===== config.mk =====
export PLATFORM = sky130hd
export DESIGN_NAME = atm_rx_cell_proc
export DESIGN_NICKNAME = d
export VERILOG_FILES = /design/src/rtl/atm_rx_pkg.sv /design/src/rtl/rcp_hec_check.sv /design/src/rtl/rcp_delin.sv /design/src/rtl/rcp_descram.sv /design/src/rtl/atm_rx_cell_proc.sv
export SDC_FILE = /design/constraint.sdc
export NUM_CORES = 1
export LEC_CHECK = 0
export ABC_AREA = 1
export BUFFER_PORTS_ARGS = -buffer_cell sky130_fd_sc_hd__buf_4
export CAP_MARGIN = 5
export CORE_MARGIN = 2
export CORE_UTILIZATION = 43
export DETAILED_ROUTE_END_ITERATION = 6
export GPL_TIMING_DRIVEN = 0
export PLACE_DENSITY = 0.63
export SETUP_SLACK_MARGIN = 0.5
export SLEW_MARGIN = 25
export SYNTH_ARGS = -nofsm -noshare
export SYNTH_HDL_FRONTEND = slang
export SYNTH_SLANG_ARGS = --single-unit

===== constraint.sdc =====
create_clock -name clk -period 7.2 [get_ports clk]
set_input_delay 0.36 -clock clk [delete_from_list [all_inputs] [get_ports clk]]
set_output_delay 0.36 -clock clk [all_outputs]
set_load 0.005 [all_outputs]

===== src/rtl/atm_rx_pkg.sv =====
package atm_rx_pkg;
  localparam int CELL_LEN = 53;
  localparam int HDR_LEN  = 5;
  localparam int PAY_LEN  = CELL_LEN - HDR_LEN;
  localparam logic [7:0]  HEC_COSET = 8'h55;
  localparam logic [31:0] IDLE_HDR  = 32'h0000_0001;

  typedef enum logic [1:0] {DL_HUNT, DL_PRESYNC, DL_SYNC} dl_state_t;

  // CRC-8, generator x^8+x^2+x+1, zero start, MSB first over the header
  function automatic logic [7:0] crc8_hdr(input logic [31:0] d);
    logic [7:0] c;
    logic fb;
    c = '0;
    for (int i = 31; i >= 0; i--) begin
      fb = c[7] ^ d[i];
      c  = {c[6:0], 1'b0} ^ (fb ? 8'h07 : 8'h00);
    end
    return c;
  endfunction
endpackage


===== src/rtl/rcp_hec_check.sv =====
module rcp_hec_check
  import atm_rx_pkg::*;
(
  input  logic [39:0] word_i,
  output logic        clean_o,
  output logic        single_o,
  output logic [39:0] fixed_o
);
  logic [7:0] syn;

  always_comb begin
    syn      = crc8_hdr(word_i[39:8]) ^ word_i[7:0] ^ HEC_COSET;
    clean_o  = (syn == 8'h00);
    single_o = 1'b0;
    fixed_o  = word_i;
    if (!clean_o) begin
      // error inside the HEC octet itself
      if ($onehot(syn)) begin
        single_o      = 1'b1;
        fixed_o[7:0]  = word_i[7:0] ^ syn;
      end
      // error in one of the 32 header bits: syndrome equals CRC of that bit
      for (int i = 0; i < 32; i++) begin
        if (crc8_hdr(32'd1 << i) == syn) begin
          single_o       = 1'b1;
          fixed_o[8 + i] = ~word_i[8 + i];
        end
      end
    end
  end
endmodule


===== src/rtl/rcp_delin.sv =====
module rcp_delin
  import atm_rx_pkg::*;
#(
  parameter int SYNC_CNT = 7,
  parameter int LOSS_CNT = 7
) (
  input  logic      clk,
  input  logic      rst_n,
  input  logic      step_i,
  input  logic      clean_i,
  input  logic      single_i,
  output dl_state_t state_o,
  output logic [5:0] pos_o,
  output logic      eval_o,
  output logic      fix_o,
  output logic      hec_ok_o
);
  localparam int MAXC = (SYNC_CNT > LOSS_CNT) ? SYNC_CNT : LOSS_CNT;
  localparam int CW   = $clog2(MAXC + 1);
  localparam logic [5:0] LAST_POS = 6'(CELL_LEN - 1);
  localparam logic [5:0] HEC_POS  = 6'(HDR_LEN - 1);

  dl_state_t state_q;
  logic [5:0]    pos_q;
  logic [CW-1:0] cnt_q;
  logic          corr_mode_q;

  assign eval_o   = step_i && (state_q == DL_HUNT || pos_q == HEC_POS);
  assign fix_o    = eval_o && state_q == DL_SYNC && corr_mode_q && single_i;
  assign hec_ok_o = clean_i || fix_o;
  assign state_o  = state_q;
  assign pos_o    = pos_q;

  always_ff @(posedge clk or negedge rst_n) begin
    if (!rst_n) begin
      state_q     <= DL_HUNT;
      pos_q       <= '0;
      cnt_q       <= '0;
      corr_mode_q <= 1'b1;
    end else if (step_i) begin
      if (state_q != DL_HUNT)
        pos_q <= (pos_q == LAST_POS) ? 6'd0 : pos_q + 6'd1;
      if (eval_o) begin
        unique case (state_q)
          DL_HUNT: if (clean_i) begin
            state_q <= DL_PRESYNC;
            pos_q   <= 6'(HDR_LEN);
            cnt_q   <= '0;
          end
          DL_PRESYNC: if (!clean_i) begin
            state_q <= DL_HUNT;
          end else if (cnt_q == CW'(SYNC_CNT - 1)) begin
            state_q     <= DL_SYNC;
            cnt_q       <= '0;
            corr_mode_q <= 1'b1;
          end else begin
            cnt_q <= cnt_q + 1'b1;
          end
          default: begin
            corr_mode_q <= clean_i;
            if (hec_ok_o) cnt_q <= '0;
            else if (cnt_q == CW'(LOSS_CNT - 1)) begin
              state_q <= DL_HUNT;
              cnt_q   <= '0;
            end else cnt_q <= cnt_q + 1'b1;
          end
        endcase
      end
    end
  end

  a_r1_hunt_exit: assert property (@(posedge clk) disable iff (!rst_n)
    (eval_o && state_q == DL_HUNT && clean_i) |=> (state_q == DL_PRESYNC && pos_q == 6'(HDR_LEN)));
  a_r2_sync_via_presync: assert property (@(posedge clk) disable iff (!rst_n)
    (state_q == DL_SYNC && $past(state_q) != DL_SYNC) |-> $past(state_q) == DL_PRESYNC);
  a_r2_presync_fail: assert property (@(posedge clk) disable iff (!rst_n)
    (eval_o && state_q == DL_PRESYNC && !clean_i) |=> state_q == DL_HUNT);
endmodule


===== src/rtl/rcp_descram.sv =====
module rcp_descram #(
  parameter int LEN = 43
) (
  input  logic       clk,
  input  logic       rst_n,
  input  logic       en_i,
  input  logic [7:0] data_i,
  output logic [7:0] data_o
);
  logic [LEN-1:0] hist_q, hist_d;

  always_comb begin
    hist_d = hist_q;
    for (int j = 7; j >= 0; j--) begin
      data_o[j] = data_i[j] ^ hist_d[LEN-1];
      hist_d    = {hist_d[LEN-2:0], data_i[j]};
    end
  end

  always_ff @(posedge clk or negedge rst_n) begin
    if (!rst_n)    hist_q <= '0;
    else if (en_i) hist_q <= hist_d;
  end
endmodule


===== src/rtl/atm_rx_cell_proc.sv =====
module atm_rx_cell_proc
  import atm_rx_pkg::*;
#(
  parameter int SYNC_CNT = 7,
  parameter int LOSS_CNT = 7,
  parameter int SCR_LEN  = 43
) (
  input  logic        clk,
  input  logic        rst_n,
  input  logic        in_valid_i,
  output logic        in_ready_o,
  input  logic [7:0]  in_data_i,
  output logic        out_valid_o,
  input  logic        out_ready_i,
  output logic [7:0]  out_data_o,
  output logic        out_soc_o,
  input  logic        cfg_drop_err_i,
  input  logic        cfg_drop_idle_i,
  input  logic        cfg_filt_en_i,
  input  logic        cfg_filt_pass_i,
  input  logic [31:0] cfg_hdr_pat_i,
  input  logic [31:0] cfg_hdr_mask_i,
  output logic        sync_o,
  output logic        ev_corr_o,
  output logic        ev_drop_o
);
  localparam logic [5:0] LAST_POS  = 6'(CELL_LEN - 1);
  localparam logic [5:0] FIRST_PAY = 6'(HDR_LEN);

  logic [31:0] win_q;
  logic [39:0] win_nx, fixed;
  logic        clean, single, step, eval, fix, hec_ok;
  dl_state_t   state;
  logic [5:0]  pos;
  logic        pay_byte, sync_eval;
  logic [7:0]  plain;
  logic [39:0] hdr_use;
  logic        is_idle, hdr_match, keep_d, keep_q;
  logic        drain_q;
  logic [5:0]  ridx_q;
  logic        ev_corr_q, ev_drop_q;
  logic [7:0]  hdr_b   [HDR_LEN];
  logic [7:0]  pay_mem [PAY_LEN];

  assign in_ready_o = !drain_q;
  assign step       = in_valid_i && in_ready_o;
  assign win_nx     = {win_q, in_data_i};

  rcp_hec_check u_hec (
    .word_i  (win_nx),
    .clean_o (clean),
    .single_o(single),
    .fixed_o (fixed)
  );

  rcp_delin #(.SYNC_CNT(SYNC_CNT), .LOSS_CNT(LOSS_CNT)) u_dl (
    .clk     (clk),
    .rst_n   (rst_n),
    .step_i  (step),
    .clean_i (clean),
    .single_i(single),
    .state_o (state),
    .pos_o   (pos),
    .eval_o  (eval),
    .fix_o   (fix),
    .hec_ok_o(hec_ok)
  );

  assign pay_byte  = step && state != DL_HUNT && pos >= FIRST_PAY;
  assign sync_eval = eval && state == DL_SYNC;

  rcp_descram #(.LEN(SCR_LEN)) u_ds (
    .clk   (clk),
    .rst_n (rst_n),
    .en_i  (pay_byte),
    .data_i(in_data_i),
    .data_o(plain)
  );

  // cell verdict at the HEC octet
  always_comb begin
    hdr_use   = fix ? fixed : win_nx;
    is_idle   = hdr_use[39:8] == IDLE_HDR;
    hdr_match = ((hdr_use[39:8] ^ cfg_hdr_pat_i) & cfg_hdr_mask_i) == 32'd0;
    keep_d    = !((!hec_ok && cfg_drop_err_i) ||
                  (is_idle && cfg_drop_idle_i) ||
                  (cfg_filt_en_i && (hdr_match ^ cfg_filt_pass_i)));
  end

  always_ff @(posedge clk or negedge rst_n) begin
    if (!rst_n) begin
      win_q     <= '0;
      keep_q    <= 1'b0;
      drain_q   <= 1'b0;
      ridx_q    <= '0;
      ev_corr_q <= 1'b0;
      ev_drop_q <= 1'b0;
    end else begin
      ev_corr_q <= sync_eval && fix;
      ev_drop_q <= sync_eval && !keep_d;
      if (step) win_q <= win_nx[31:0];
      if (eval) keep_q <= sync_eval && keep_d;
      if (step && state != DL_HUNT && pos == LAST_POS && keep_q) begin
        drain_q <= 1'b1;
        ridx_q  <= '0;
      end else if (drain_q && out_ready_i) begin
        if (ridx_q == LAST_POS) drain_q <= 1'b0;
        else ridx_q <= ridx_q + 6'd1;
      end
    end
  end

  // cell storage, no reset needed
  always_ff @(posedge clk) begin
    if (sync_eval)
      for (int k = 0; k < HDR_LEN; k++) hdr_b[k] <= hdr_use[39 - 8*k -: 8];
    if (pay_byte) pay_mem[pos - FIRST_PAY] <= plain;
  end

  always_comb begin
    if (ridx_q < FIRST_PAY) out_data_o = hdr_b[ridx_q[2:0]];
    else                    out_data_o = pay_mem[ridx_q - FIRST_PAY];
  end

  assign out_valid_o = drain_q;
  assign out_soc_o   = drain_q && ridx_q == 6'd0;
  assign sync_o      = state == DL_SYNC;
  assign ev_corr_o   = ev_corr_q;
  assign ev_drop_o   = ev_drop_q;

  a_r9_hold_stalled: assert property (@(posedge clk) disable iff (!rst_n)
    (out_valid_o && !out_ready_i) |=> (out_valid_o && $stable(out_data_o) && $stable(out_soc_o)));
  a_r11_corr_when_locked: assert property (@(posedge clk) disable iff (!rst_n)
    ev_corr_o |-> $past(sync_o));
  a_r11_drop_when_locked: assert property (@(posedge clk) disable iff (!rst_n)
    ev_drop_o |-> $past(sync_o));
endmodule


# After elaboration in Yosys (flattened, before gate mapping)
# Memory sizes are Yosys's and may differ from the RTL's.
# Index checks and enable logic that the tools add are counted.
[totals]
reg_bits = 97
out_inout_bits = 14
inputBits = 80
memories = 2
wordCells = 350
mem_bits_rw = 424
[classes]
order_cmp = 2
n_addsub = 12
mux = 131
eq_ne = 46
n_bitwise = 109
reduce_logical = 37
[memory_table]
columns = ["name", "words", "word_bits", "read_ports", "rd_clocked_by_memory_dff", "write_ports", "line", "text"]
rows = [
  ["pay_mem", 48, 8, 1, 0, 1, "atm_rx_cell_proc.sv:43", "logic [7:0] pay_mem [PAY_LEN];"],
  ["hdr_b", 5, 8, 1, 0, 5, "atm_rx_cell_proc.sv:42", "logic [7:0] hdr_b [HDR_LEN];"],
]
[op_table]
columns = ["operator", "count"]
rows = [
  ["bitwise XOR 8 bit", 33],
  ["two-way mux 3 bit", 36],
  ["== test 8 bit (first input constant)", 13],
  ["two-way mux 40 bit", 2],
  ["two-way mux 1 bit", 75],
  ["== test 7 x 8 -> 1 bit (first input constant)", 9],
  ["two-way mux 6 bit", 8],
  ["bitwise XOR 1 bit", 39],
  ["inverter 1 bit", 33],
  ["bitwise AND 32 bit", 1],
  ["== test 32 x 1 -> 1 bit (second input constant)", 1],
  ["== test 6 x 8 -> 1 bit (first input constant)", 4],
  ["zero test 32 bit", 1],
  ["bitwise XOR 32 bit", 1],
  ["== test 5 x 8 -> 1 bit (first input constant)", 3],
  ["logical AND 1 bit", 17],
  ["== test 4 x 8 -> 1 bit (first input constant)", 2],
  ["two-way mux 8 bit", 2],
  ["adder 4 bit", 3],
  ["adder 6 x 1 -> 6 bit (second input constant)", 2],
  ["== test 6 bit (second input constant)", 2],
  ["subtractor 6 x 3 -> 6 bit (second input constant)", 2],
  ["two-way mux 2 bit", 5],
  ["adder 1 x 1 -> 2 bit", 4],
  ["other kinds (29)", 39],
]

# Depth between registers and ports, before layout
[depth]
depth_word = 143
ltp_mapped = 58

# Hierarchy
# Synthesis repeated with hierarchy kept, for this count alone.
[unflattened]
hier_cells = 2714
hier_area_um2 = 25879.8
[modules_own_cells]
columns = ["module", "area_each_um2", "instances", "cells_each"]
rows = [
  ["atm_rx_cell_proc", 20096.8, 1, 1808],
  ["rcp_hec_check", 3123.0, 1, 573],
  ["rcp_descram", 1845.5, 1, 222],
  ["rcp_delin", 814.5, 1, 111],
]

# Least setup slack after synthesis
# Ideal clock, no wire load.
[synth_path]
path_type = "register to register"
start = "register win_q[30]"
end = "register keep_q"
required_time_ps = 7076
t_arrival_ps = 6540
path_slack_ps = 535
synth_period_minus_slack_ps = 6665
setup_ps = 124
stages_incl_launch_ff = 52
path_cell_list = "dfrtp_1 -> buf_4 -> inv_4 -> nand2_1 -> nand2_1 -> nand2_1 -> nand2_2 -> nand2_1 -> nand2_1 -> nand2_2 -> nand2_2 -> nand2_2 -> nand3_1 -> nand2_2 -> xor2_1 -> xnor2_1 -> xor2_1 -> xor2_1 -> [16 not listed] -> nand2_1 -> nor2_2 -> nand3_4 -> nand3_4 -> buf_8 -> nand2_2 -> nand2_2 -> nand2_1 -> nand3_1 -> nand2_1 -> nor2_1 -> nand2_1 -> nor2_2 -> nand2_1 -> nand2_1 -> nand3_2 -> nand3_1 -> nand2_1"
[synth_between]
elab_chain_cells = 93
[synth_rtl]
columns = ["item", "line", "text"]
rows = [
  ["from (decl)", "atm_rx_cell_proc.sv:30", "logic [31:0] win_q;"],
  ["from (signal assigned)", "atm_rx_cell_proc.sv:101", "if (step) win_q <= win_nx[31:0];"],
  ["bitwise XOR 1 bit (*)", "atm_rx_pkg.sv:16", "fb = c[7] ^ d[i];"],
  ["two-way mux 3 bit (*)", "atm_rx_pkg.sv:17", "c = {c[6:0], 1'b0} ^ (fb ? 8'h07 : 8'h00);"],
  ["bitwise XOR 8 bit (*) (6 in a row)", "atm_rx_pkg.sv:17", ""],
  ["bitwise XOR 1 bit", "atm_rx_pkg.sv:16", ""],
  ["two-way mux 3 bit", "atm_rx_pkg.sv:17", ""],
  ["bitwise XOR 8 bit (*) (6 in a row)", "atm_rx_pkg.sv:17", ""],
  ["bitwise XOR 1 bit", "atm_rx_pkg.sv:16", ""],
  ["two-way mux 3 bit", "atm_rx_pkg.sv:17", ""],
  ["[67 not listed]", "--", ""],
  ["via hdr_use[36]", "atm_rx_cell_proc.sv:37", "logic [39:0] hdr_use;"],
  ["bitwise XOR 32 bit", "atm_rx_cell_proc.sv:84", "hdr_match = ((hdr_use[39:8] ^ cfg_hdr_pat_i) & cfg_hdr_mask_i) == 32'd0;"],
  ["bitwise AND 32 bit", "atm_rx_cell_proc.sv:84", ""],
  ["zero test 32 bit", "atm_rx_cell_proc.sv:84", ""],
  ["bitwise XOR 1 bit", "atm_rx_cell_proc.sv:87", "(cfg_filt_en_i && (hdr_match ^ cfg_filt_pass_i)));"],
  ["logical AND 1 bit", "atm_rx_cell_proc.sv:87", ""],
  ["logical OR 1 bit (*)", "atm_rx_cell_proc.sv:86", "(is_idle && cfg_drop_idle_i) ||"],
  ["zero test 1 bit (*)", "atm_rx_cell_proc.sv:85", "keep_d = !((!hec_ok && cfg_drop_err_i) ||"],
  ["logical AND 1 bit (*)", "atm_rx_cell_proc.sv:102", "if (eval) keep_q <= sync_eval && keep_d;"],
  ["to (signal assigned)", "atm_rx_cell_proc.sv:102", ""],
  ["to (decl)", "atm_rx_cell_proc.sv:38", "logic is_idle, hdr_match, keep_d, keep_q;"],
]
# The timed path passes the listed nets; every way through them passes the cells marked *.
# A chain may end at the register's enable or synchronous reset.

# Worst setup path after layout
[layout_path]
start = "register win_q[30]"
end = "register keep_q"
[layout_between]
elab_chain_cells = 93
[layout_rtl]
columns = ["item", "line"]
rows = [
  ["bitwise XOR 1 bit", "atm_rx_pkg.sv:16"],
  ["two-way mux 3 bit", "atm_rx_pkg.sv:17"],
  ["bitwise XOR 8 bit (6 in a row)", "atm_rx_pkg.sv:17"],
  ["bitwise XOR 1 bit", "atm_rx_pkg.sv:16"],
  ["two-way mux 3 bit", "atm_rx_pkg.sv:17"],
  ["bitwise XOR 8 bit (6 in a row)", "atm_rx_pkg.sv:17"],
  ["bitwise XOR 1 bit", "atm_rx_pkg.sv:16"],
  ["two-way mux 3 bit", "atm_rx_pkg.sv:17"],
  ["[67 not listed]", "--"],
  ["bitwise XOR 32 bit", "atm_rx_cell_proc.sv:84"],
  ["bitwise AND 32 bit", "atm_rx_cell_proc.sv:84"],
  ["zero test 32 bit", "atm_rx_cell_proc.sv:84"],
  ["bitwise XOR 1 bit", "atm_rx_cell_proc.sv:87"],
  ["logical AND 1 bit", "atm_rx_cell_proc.sv:87"],
  ["logical OR 1 bit (*)", "atm_rx_cell_proc.sv:86"],
  ["zero test 1 bit (*)", "atm_rx_cell_proc.sv:85"],
  ["logical AND 1 bit (*)", "atm_rx_cell_proc.sv:102"],
]
# Mark *: on every way between the ends. The rest lies on a longest branch, timed or not.

==> reports/metrics.csv <==
metric,value,unit
outcome,finished with violations,
violated checks,negative setup slack,
met2 usage,45.3,%
TritonCTS Buffers,55,
n_diodes,0,
"flops & latches, synth",521,
DP Worst Slack,-1.11,ns
pin count of the biggest net entering global routing,98,
Cells after DPL,3330,
Initial Util,43.3,%
most used routing layer,met2,
Final Max Slew Viols,0,
RSZ-0062 raised after global routing,true,
slowest cell delay on critical path,0.52,ns
vias post-DR,20100,
syn nets,2556,
I/O pins,94,
Worst-path clk slew,0.06,ns
CP most frequent cell,nand2_1,
final number of hold-violating endpoints,0,
# Max-Cap Violations,0,
routed wire length,80700,um
sequential fraction of the synthesis area,59.7,%
Max clock buf depth,3,
nature of the critical path endpoint,flop,
# fillers,5076,
Worst Path Arrival,8.03,ns
HP Class,input pin to flop,
Worst Skew,0.0275,ns
M3 GR Usage,3.30,%
DIE AREA,61000,sq um
clock period minus final worst setup slack,7.52,ns
# rows,89,
routability cong.,0.992,
"Clk Latency, worst-skew pair",0.62,ns
GR Overflow Total,0,
endpoints failing setup,3,
root buf cell,clkbuf_16,
synth unique cells,46,
syn_area_per_cell,10.4,sq um
Core Footprint,58700,sq um
Final WS setup,-0.325,ns
vias per inst,5.75,
CTS tree,done,
die height,247,um
WP data required,7.70,ns
Layout area overhead,22.0,%
vias in the first global route,19700,
initial DRC count,1789,
Worst Path Max Fanout,7,
fin crit share,105,%
Achievable Freq,0.133,GHz
cells after synthesis,2450,
H-tree Lvls,2,
dpl hpwl,59000,um
Yosys Warn Count,0,
Sinks on Clock Net,521,
Pre-antenna DRT Iters,6,
post-route ant nets,0,
wire per inst,23.0,um
fin cells,3504,
gr usage total,26.3,%
CP max stage cell,fa_1,
number of buffers added on ports,93,
# nets final,2792,
Slew @ Worst Pin,0.933,ns
met1 Use GR,32.6,%
first-pass GRT wire length,119000,um
DIE WIDTH,247,um
Hold Slack,0.0410,ns
post-synthesis instance area,25400,sq um
startpoint types,flop,
Remaining DRCs,0,
critical path class,flop to flop,
relative slew slack,37.8,%
initial antenna violation count,0,
layout cells sized above 1,20.9,%
==> cells in the mapped netlist, drive strengths merged <==
cell	number	area, sq um
edfxtp	424	12700
nand2	417	1700
nor2	355	1350
o21ai	181	906
inv	172	648
nand3	172	946
clkbuf	97	365
dfrtp	96	2400
xor2	62	543
nand4	59	375
a21oi	53	265
o211ai	50	375
mux2i	49	490
o221ai	48	420
o32ai	48	420
buf	33	199
mux2	33	372
ha	22	275
nand3b	18	135
nor3	11	60.1
a31oi	9	56.3
o22ai	9	56.3
a22oi	8	60.1
nor4	7	43.8
fa	4	80.1
xnor2	4	35.0
or2	3	18.8
a211oi	2	15.0
a2bb2oi	1	8.76
and3	1	6.26
clkinv	1	3.75
dfstp	1	26.3
==> cells in the final DEF, fill, tap and decap left out, drive strengths merged <==
master and n:
a211oi 2, a21oi 53, a22oi 8, a2bb2oi 1
a31oi 9, and3 1, buf 210, bufbuf 1
bufinv 4, clkbuf 172, clkinv 20, clkinvlp 1
dfrtp 96, dfstp 1, dlygate4sd3 1, edfxtp 424
fa 4, ha 22, inv 175, mux2 33
mux2i 49, nand2 417, nand3 172, nand3b 18
nand4 59, nor2 355, nor3 11, nor4 7
o211ai 50, o21ai 181, o221ai 48, o22ai 9
o32ai 48, or2 3, xnor2 4, xor2 62
==> cell type report <==
cell class | instances | area, sq um | area share [%]
timing repair buffer | 179 | 1730 | 5.57
inverter | 173 | 664 | 2.14
sequential | 521 | 15200 | 49.0
clock buffer | 75 | 1540 | 4.96
multi-input combinational | 1626 | 10000 | 32.3
buffer | 130 | 634 | 2.05
clock inverter | 27 | 277 | 0.893
tap | 773 | 967 | 3.12
==> per-layer routing <==
| metal | wire (um) | vias up |
|---|---|---|
| met5 | 0 | - |
| met4 | 4410 | 0 |
| met3 | 5410 | 225 |
| met2 | 39500 | 865 |
| met1 | 31300 | 9872 |
| li1 | - | 9172 |
==> per-stage QoR <==
| stage | TNS, ns | area, sq um | utilization, % |
|---|---|---|---|
| final | -0.661 | 31000 | 52.8 |
| after global routing | -4.22 | 31000 | 52.8 |
| after CTS | -0.348 | 30200 | 51.4 |
| after detailed placement | -12.21 | 27600 | 47.0 |
| after global placement | -9.46 | 27100 | 46.1 |
| after floorplan | 0 | 25400 | - |
==> flip-flops by register name (all words and copies together) (netlist names), 2 cells and up <==
name / cells
win_q: 32
u_dl.cnt_q: 3
pay_mem: 384
u_dl.state_o: 2
ridx_q: 6
u_dl.pos_o: 6
u_ds.hist_q: 43
hdr_b: 40
==> kinds of logic after synthesis <==
group                    Yosys count  share of synthesized area, %
AO/OA/AOI/OAI                    409                          10.2
XOR/XNOR                          66                          2.28
adder cells (fa/ha/maj)           26                          1.40
buffers and inverters            303                          4.79
flip-flops                       521                          59.7
multiplexers                      82                          3.40
AND/OR/NAND/NOR                 1043                          18.2
==> repair_timing <==
action                     in CTS  in global routing
buffers inserted               32                 37
hold endpoints to repair       96                  0
resized for setup             111                147
setup endpoints to repair      54                 54
pin swaps                      43                 75
gates cloned                    1                  0
hold buffers                    1                  0
==> worst paths after layout <==
| path | startpoint | end | slack [ns] | cells after the start |
|---|---|---|---|---|
| worst max-delay path | win_q[30]$_DFFE_PN0P_ | keep_q$_DFFE_PN0P_ | -0.32 | 50 |
| worst min-delay path | cfg_filt_en_i | ev_drop_o$_DFF_PN0_ | 0.04 | 3 |
| worst max register to register | win_q[30]$_DFFE_PN0P_ | keep_q$_DFFE_PN0P_ | -0.32 | 50 |
| worst min register to register | u_ds.hist_q[4]$_DFFE_PN0P_ | u_ds.hist_q[4]$_DFFE_PN0P_ | 0.48 | 2 |
| max in group asynchronous | rst_n | u_dl.corr_mode_q$_DFFE_PN1P_ | 6.28 | 3 |
| min in group asynchronous | rst_n | u_ds.hist_q[11]$_DFFE_PN0P_ | 0.20 | 2 |
==> worst max-delay path: cells and delay by family (launching register included) <==
kind	cells	cell delay, ns
flops	1	0.39
simple gates	31	3.05
xor+xnor	5	1.02
fa+ha+maj	5	1.82
buf+inv	9	1.12
Power is not shown: default switching activity piles up to over one toggle a cycle in this logic, so the estimate is an artifact.
